===== src/rtl/mhf_pkg.sv =====
// Package: shared constants of the multicast hash filter.
// Assumes a 32-bit reflected CRC and a 64-entry table in two words.
package mhf_pkg;
    localparam int CRC_W   = 32;
    localparam int BYTE_W  = 8;
    localparam logic [CRC_W-1:0] CRC_POLY   = 32'hEDB8_8320;
    localparam logic [CRC_W-1:0] CRC_PRESET = 32'hFFFF_FFFF;
endpackage


===== src/rtl/mhf_crc_byte.sv =====
// mhf_crc_byte: combinational update of a reflected CRC by one byte,
// least-significant data bit first. One shift stage per data bit.
// Assumes POLY is given in reflected form.
module mhf_crc_byte #(
    parameter int CRC_W  = 32,
    parameter int BYTE_W = 8,
    parameter logic [CRC_W-1:0] POLY = 32'hEDB8_8320
) (
    input  logic [CRC_W-1:0]  crc_in,
    input  logic [BYTE_W-1:0] data_in,
    output logic [CRC_W-1:0]  crc_out
);
    logic [CRC_W-1:0] stage [BYTE_W+1];

    assign stage[0] = crc_in;

    for (genvar b = 0; b < BYTE_W; b++) begin : g_bit
        // one reflected shift step for data bit b
        always_comb begin
            if (stage[b][0] ^ data_in[b])
                stage[b+1] = (stage[b] >> 1) ^ POLY;
            else
                stage[b+1] = stage[b] >> 1;
        end
    end

    assign crc_out = stage[BYTE_W];
endmodule


===== src/rtl/mhf_seq.sv =====
// mhf_seq: tracks the byte position inside an address.
// A byte with 'first' always restarts; other bytes are taken only while
// an address is in progress. 'last' marks the byte that completes it.
// Assumes ADDR_BYTES >= 1.
module mhf_seq #(
    parameter int ADDR_BYTES = 6
) (
    input  logic clk,
    input  logic rst_n,
    input  logic in_valid,
    input  logic in_first,
    output logic take,
    output logic restart,
    output logic last
);
    localparam int CNT_W = $clog2(ADDR_BYTES + 1);
    localparam logic [CNT_W-1:0] LAST_CNT = CNT_W'(ADDR_BYTES - 1);

    logic             active_q;
    logic [CNT_W-1:0] cnt_q;

    // decode which byte is taken and whether it completes the address
    always_comb begin
        restart = in_valid && in_first;
        take    = in_valid && (in_first || active_q);
        if (restart)
            last = (ADDR_BYTES == 1);
        else
            last = take && (cnt_q == LAST_CNT);
    end

    // byte count and in-progress flag
    always_ff @(posedge clk) begin
        if (!rst_n) begin
            active_q <= 1'b0;
            cnt_q    <= '0;
        end else if (take) begin
            active_q <= !last;
            cnt_q    <= restart ? CNT_W'(1) : cnt_q + CNT_W'(1);
        end
    end
endmodule


===== src/rtl/mhf_table_lookup.sv =====
// mhf_table_lookup: selects one bit of the hash table.
// The upper word holds the upper half of the index range.
// Assumes 2*REG_W == 2**HASH_BITS.
module mhf_table_lookup #(
    parameter int HASH_BITS = 6,
    parameter int REG_W     = 32
) (
    input  logic [HASH_BITS-1:0] index,
    input  logic [REG_W-1:0]     word_hi,
    input  logic [REG_W-1:0]     word_lo,
    output logic                 hit
);
    localparam int TBL_W = 2 * REG_W;

    logic [TBL_W-1:0] table_flat;

    // join the two words with the upper word on top
    always_comb begin
        table_flat = {word_hi, word_lo};
        hit        = table_flat[index];
    end
endmodule


===== src/rtl/mcast_hash_filter.sv =====
// mcast_hash_filter: judges a destination address against a 64-bit
// CRC hash table. Result appears one cycle after the last byte.
// Assumes table words are stable on the edge that takes the last byte.
module mcast_hash_filter #(
    parameter int ADDR_BYTES = 6,
    parameter int HASH_BITS  = 6,
    parameter int REG_W      = 32
) (
    input  logic             clk,
    input  logic             rst_n,
    input  logic             byte_valid,
    input  logic             byte_first,
    input  logic [7:0]       byte_data,
    input  logic [REG_W-1:0] table_hi,
    input  logic [REG_W-1:0] table_lo,
    output logic             res_valid,
    output logic             res_group,
    output logic             res_accept
);
    import mhf_pkg::*;

    localparam int IDX_LSB = CRC_W - HASH_BITS;

    logic                 take, restart, last;
    logic                 group_q, group_now, hit;
    logic [CRC_W-1:0]     crc_q, crc_base, crc_next;
    logic [HASH_BITS-1:0] hash_idx;

    mhf_seq #(.ADDR_BYTES(ADDR_BYTES)) u_seq (
        .clk      (clk),
        .rst_n    (rst_n),
        .in_valid (byte_valid),
        .in_first (byte_first),
        .take     (take),
        .restart  (restart),
        .last     (last)
    );

    // a new address starts from the preset, otherwise from the running CRC
    always_comb begin
        crc_base  = restart ? CRC_PRESET : crc_q;
        group_now = restart ? byte_data[0] : group_q;
        hash_idx  = crc_next[CRC_W-1:IDX_LSB];
    end

    mhf_crc_byte #(.CRC_W(CRC_W), .BYTE_W(BYTE_W), .POLY(CRC_POLY)) u_crc (
        .crc_in  (crc_base),
        .data_in (byte_data),
        .crc_out (crc_next)
    );

    mhf_table_lookup #(.HASH_BITS(HASH_BITS), .REG_W(REG_W)) u_lookup (
        .index   (hash_idx),
        .word_hi (table_hi),
        .word_lo (table_lo),
        .hit     (hit)
    );

    // running CRC and group flag of the address in progress
    always_ff @(posedge clk) begin
        if (!rst_n) begin
            crc_q   <= CRC_PRESET;
            group_q <= 1'b0;
        end else if (take) begin
            crc_q   <= crc_next;
            group_q <= group_now;
        end
    end

    // registered decision, strobed once per completed address
    always_ff @(posedge clk) begin
        if (!rst_n) begin
            res_valid  <= 1'b0;
            res_group  <= 1'b0;
            res_accept <= 1'b0;
        end else begin
            res_valid <= last;
            if (last) begin
                res_group  <= group_now;
                res_accept <= group_now && hit;
            end
        end
    end
endmodule


===== config.mk =====
export PLATFORM = sky130hd
export DESIGN_NAME = mcast_hash_filter
export DESIGN_NICKNAME = d
export VERILOG_FILES = /design/src/rtl/mhf_pkg.sv /design/src/rtl/mhf_crc_byte.sv /design/src/rtl/mhf_seq.sv /design/src/rtl/mhf_table_lookup.sv /design/src/rtl/mcast_hash_filter.sv
export SDC_FILE = /design/constraint.sdc
export NUM_CORES = 1
export LEC_CHECK = 0
export BUFFER_PORTS_ARGS = -buffer_cell sky130_fd_sc_hd__buf_2
export CORE_MARGIN = 4
export CORE_UTILIZATION = 30
export CTS_BUF_LIST = sky130_fd_sc_hd__clkbuf_16
export CTS_CLUSTER_DIAMETER = 30
export DETAILED_ROUTE_END_ITERATION = 8
export MAX_ROUTING_LAYER = met4
export SLEW_MARGIN = 20
export SYNTH_ARGS = -nofsm -noshare
export SYNTH_HDL_FRONTEND = slang
export SYNTH_SLANG_ARGS = --single-unit

===== constraint.sdc =====
create_clock -name clk -period 3.76 [get_ports clk]
set_input_delay 0.752 -clock clk [delete_from_list [all_inputs] [get_ports clk]]
set_output_delay 0.752 -clock clk [all_outputs]
set_load 0.01 [all_outputs]

Yosys cells after proc, flatten, opt, wreduce, memory -nomap -nowiden
Cells that the tools add are included.
- flip-flop bits (word level): 40
- input port bits: 76
- output and inout port bits: 3
- logic and storage cells: 46
- add/sub/neg operators: 1
- magnitude comparators: 1
- eq/ne operators: 1
- multiplexer cells: 14
- bitwise logic cells: 16
- reduce and logical (&&, ||, !) cells: 6
- operators by type and width (operator ; number):
    $mux W32 ; 9
    $not A13 Y14 ; 8
    $xor A1 B1 Y1 ; 8
    $lt A6 B7 Y1 const B ; 1
    $bmux W1 S6 ; 1
    $logic_and A1 B1 Y1 ; 4
    $add A3 B1 Y3 const B ; 1
    $eq A3 B3 Y1 const B ; 1
    $mux W1 ; 3
    $mux W3 ; 1
    $logic_not A1 Y1 ; 1
    $logic_or A1 B1 Y1 ; 1

Logic depth before layout (Yosys ltp)
- word-level depth: 21
- depth in mapped cells: 10
- mapped depth without buffers: 9

Modules after synthesis
From an unflattened synthesis, not the netlist that was laid out.
- cell total of the unflattened synthesis: 311
- area total of the unflattened synthesis: 3100.5 um^2
- modules (own cells, without submodules) (module ; instances ; cells an instance ; area each (um^2) ; sequential area each (um^2)):
    mcast_hash_filter ; 1 ; 152 ; 1506.4 ; 720.7
    mhf_crc_byte ; 1 ; 70 ; 769.5 ; 0.0
    mhf_table_lookup ; 1 ; 62 ; 600.6 ; 0.0
    mhf_seq ; 1 ; 27 ; 224.0 ; 80.1

Worst setup path after synthesis
Ideal clock, no wire load.
- kind: input port to flip-flop
- start point: input byte_data[3]
- end point: register res_accept
- setup time: 0.118 ns
- arrival time: 2.966 ns
- data required time: 3.642 ns
- slack: 0.676 ns
- stages: 9
- path buffers: 2
- path through: buf_2 -> xnor2_1 -> xnor3_1 -> xnor3_2 -> buf_6 -> mux4_2 -> a31oi_1 -> o211ai_1 -> o2111a_1
- word-level cells in the longest chain between the ends: 12
- elaborated cells on any way between the ends: 13
- those cells by class: mux: 7; bitwise: 5; reduce/logical: 1
- RTL lines (element ; line ; text):
    start, declared ; mcast_hash_filter.sv:13 ; input logic [7:0] byte_data,
    $xor A1 B1 Y1 (*) ; mhf_crc_byte.sv:20 ; if (stage[b][0] ^ data_in[b])
    $mux W32 (*) ; mhf_crc_byte.sv:20 ;
    $not A13 Y14 (no source line) ; -- ;
    $mux W32 (*) (2 in series) ; mhf_crc_byte.sv:20 ;
    $not A13 Y14 (no source line) / $mux W32 (equally long branches) ; -- ;
    $mux W32 (*) ; mhf_crc_byte.sv:20 ;
    $not A13 Y14 (no source line) ; -- ;
    $mux W32 (*) ; mhf_crc_byte.sv:20 ;
    $bmux W1 S6 (*) ; mhf_table_lookup.sv:20 ; hit = table_flat[index];
    $mux W1 (not written as such) (*) ; mhf_table_lookup.sv:20 ;
    $logic_and A1 B1 Y1 (*) ; mcast_hash_filter.sv:80 ; res_accept <= group_now && hit;
    end signal, assigned ; mcast_hash_filter.sv:80 ;
    end, declared ; mcast_hash_filter.sv:18 ; output logic res_accept
Mark *: on every way between the ends. The rest lies on a longest branch, timed or not. The select of a mux whose other input is x is not followed.
A chain may end at the register's enable or synchronous reset.

Worst setup path in the final report
- start point: input byte_data[1]
- end point: register res_accept
- word-level cells in the longest chain between the ends: 12
- RTL lines (element ; line):
    $xor A1 B1 Y1 ; mhf_crc_byte.sv:20
    $mux W32 (6 in series) ; mhf_crc_byte.sv:20
    $xor A1 B1 Y1 ; mhf_crc_byte.sv:20
    $mux W32 ; mhf_crc_byte.sv:20
    $bmux W1 S6 ; mhf_table_lookup.sv:20
    $mux W1 (not written as such) ; mhf_table_lookup.sv:20
    $logic_and A1 B1 Y1 ; mcast_hash_filter.sv:80
Every way passes these cells. The select of a mux whose other input is x is not followed.

==> results.md <==
- Hold Buf Count CTS: 0
- Root Driver: clkbuf_16
- Storage cell area: 801 um^2
- I/O pins: 79
- Clock Power Share: about a fifth
- Core Util, Final: roughly 38%
- Area growth syn-to-layout: 21.1%
- Critical path's top delay family: XOR/XNOR gates
- Setup slack, reg-to-reg: 720 ps
- Die area: 12700 um^2
- Mapped Nets: 446
- Int Pwr: 1.46 mW
- Die Height: 113 um
- Sw frac: around 37%
- Antenna Nets Post-Route: 0
- Status: finished, final reports clean
- First-pass DRT Iterations: 4
- First-pass GRT wire length: 14.3 mm
- Final Instance Count excl. Fillers: 573
- FP Rows: 37
- Worst Setup End Kind: flip-flop
- Seq/Total Area, Yosys: 24.4%
- DR WL/cell: 15.0 um
- RSZ-0062 raised after global routing: no
- Clk buf depth: 2
- Synth cell types: between 50 and 60
- Clk slew on worst S/H paths: ~60 ps
- Number of remaining DRC errors: 0
- Total GRT Usage: 14.4%
- Share of layout cells above drive strength 1: 28.4%
- Die W: between 100 and 150 um
- Core Region: about 10000 um^2
- Total Neg Setup Slack: 0 ps
- Pre-CTS setup slack: about 150 ps
- Antenna violations before repair: 0
- Power density cells: 583 nW/um^2
- Seq pwr share: between 20% and 30%
- Slew margin rel.: approximately 34%
- Startpoint Class: input pin
- Crit-path cells: buf_2, xnor2_1, buf_4, a21boi_2, nor2_1, xnor3_2, mux4_1, a32oi_1, a31oi_1, o2111a_1
- Post-CTS Resized: 0
- Vias: 2856
- Fmax: ~300 MHz
- Type of the most critical hold path: reg -> reg
- Number of synthesized register bits: 40
- Average size of a mapped cell: slightly below 9 um^2
- Worst Path Arrival: 3530 ps
- CTS HTree Levels: 2
- CTS tree: built
- Largest net degree at the start of global routing: between 60 and 70
- Crit path setup slack, layout: 410 ps
- Tcrit/Tclk final: between 80% and 90%
- Routed WL: between 8 and 9 mm
- Hpwl dp: 6.67 mm
- Synth warn: 0
- Max Clock Skew: 6.18 ps
- Worst slew pin tran: 980 ps
- Via-to-Cell Ratio: 4.98
- Worst vdd ir: 264 uV
- Buffers on Ports: 78
- GP Congestion: 0.870
- Critical path required time: about 4000 ps
- Fin nets: 514
- Combinational share of power: 56.7%
- Psw: about 0.86 mW
- Crit path time final: 3350 ps
- Post-synth top flop: dfxtp_1
- Multi-input logic area: 2320 um^2
- Sink Count: 40
- Hold Fails Final Rpt: 0
- Leak pwr: 1.68 nW
- Fillers: between 1000 and 1500
- Max Slew Vio Count: 0
- Num CTS Buffers: 5
- Max-capacitance violation count: 0
- CP peak stage delay: between 600 and 700 ps
- Postcts setup bufs: 0
- Worst-skew pair later-pin latency: 290 ps
- Post-Synthesis Cells: 368
- Asr flop ratio synth: 0%
- EDFF count, synth: 0
- Starting Density: 31.3%
- Final setup fails: 0
- Crit Path Class: in -> reg
- Bufs and invs on worst path: 2
- Remaining Overflow, GRT: 0
- Vias in the first global route: 2861
- Ant diodes: 0
- Slowest stage cell, crit path: xnor3_2
- Drt initial violations: 147
- Inst Count DP: 565
- Mapped Area: 3280 um^2
- CP Max Fanout: 10
power groups by stage:
stage	combinational, mW	clock, mW	sequential, mW
2_1_floorplan	1.09	0	0.502
3_3_place_gp	1.30	0	0.520
3_5_place_dp	1.31	0	0.521
4_1_cts	1.32	0.496	0.512
5_1_grt	1.44	0.515	0.519
6_report	1.31	0.489	0.512
area by class of cell:
| class | instances | area share, % |
|---|---|---|
| well taps | 136 | 4.28 |
| clock buffers | 5 | 3.15 |
| inverters | 6 | 0.567 |
| multi-input cells | 292 | 58.5 |
| clock inverters | 3 | 1.07 |
| flip-flops and latches | 40 | 20.2 |
| repair buffers | 91 | 12.3 |
cell usage after synthesis, drive strengths merged (2+ instances only):
| cell type | number | share of area (%) |
|---|---|---|
| a21oi | 4 | 0.61 |
| and2 | 2 | 0.46 |
| nor2 | 40 | 4.7 |
| inv | 6 | 0.69 |
| nand2 | 45 | 5.2 |
| a31oi | 5 | 0.95 |
| clkbuf | 19 | 2.3 |
| nand4 | 3 | 0.57 |
| o21ai | 2 | 0.30 |
| ha | 2 | 0.76 |
| o211ai | 35 | 8.0 |
| xnor2 | 79 | 22 |
| a22oi | 2 | 0.46 |
| nor3 | 4 | 0.76 |
| xor2 | 17 | 4.5 |
| buf | 11 | 2.2 |
| mux2i | 3 | 0.92 |
| xnor3 | 5 | 3.5 |
| mux2 | 2 | 0.69 |
| or3 | 2 | 0.53 |
| dfxtp | 40 | 24 |
| o211a | 2 | 0.61 |
| mux4 | 14 | 10 |
| nand3 | 8 | 1.2 |
| a211oi | 2 | 0.61 |
flip-flops by register name, indices dropped and copies added (netlist names):
| name | cells |
|---|---|
| crc_q | 32 |
| group_q | 1 |
| res_accept | 1 |
| res_group | 1 |
| res_valid | 1 |
| u_seq.active_q | 1 |
| u_seq.cnt_q | 3 |
per-stage QoR:
stage                     hold WS (ps)  instance area, um^2  power [mW]
after floorplan                    440                 3280        1.59
after global placement             445                 3800        1.82
after detailed placement           446                 3800        1.84
after CTS                          456                 3970        2.33
after global routing               495                 3970        2.48
final                              452                 3970        2.31
worst min-delay path: stages (launching register included):
cell and delay (ps):
dfxtp_1 300, nand3_1 60, nand2_1 50
path summary, 6_finish.rpt:
check | from | to | cells after the start
setup / recovery | byte_data[1] | res_accept$_SDFFE_PN0P_ | 10
hold / removal | res_group$_SDFFE_PN0P_ | res_group$_SDFFE_PN0P_ | 2
setup reg to reg | crc_q[4]$_SDFFE_PN1P_ | res_accept$_SDFFE_PN0P_ | 8
hold reg to reg | res_group$_SDFFE_PN0P_ | res_group$_SDFFE_PN0P_ | 2
cell usage in the layout, fill, tap and decap left out, drive strengths merged, types with 3 or more instances in the layout:
master,netlist,layout
buf,11,91
nand3,8,8
mux4,14,14
dfxtp,40,40
clkbuf,19,5
xor2,17,17
nand2,45,45
xnor3,5,5
o211ai,35,35
nor3,4,4
xnor2,79,79
a31oi,5,5
nor2,40,40
inv,6,6
a21oi,4,4
mux2i,3,3
nand4,3,3
routing by layer:
layer	track usage (%)	routed length, um
met5	-	0
met4	5.13	126
met2	22.4	3960
met1	19.1	3990
met3	2.10	533
logic make-up (layout without fill, tap and decap cells):
| logic type | Yosys count | in the layout | share of synthesized area [%] |
|---|---|---|---|
| AND/OR/NAND/NOR | 111 | 111 | 15.1 |
| adder cells (fa/ha/maj) | 2 | 2 | 0.763 |
| flip-flops | 40 | 40 | 24.4 |
| buffers and inverters | 36 | 105 | 5.11 |
| XOR/XNOR | 101 | 101 | 29.6 |
| AO/OA/AOI/OAI | 59 | 59 | 13.5 |
| multiplexers | 19 | 19 | 11.6 |
Note: power is estimated with default switching activity, not from simulation.
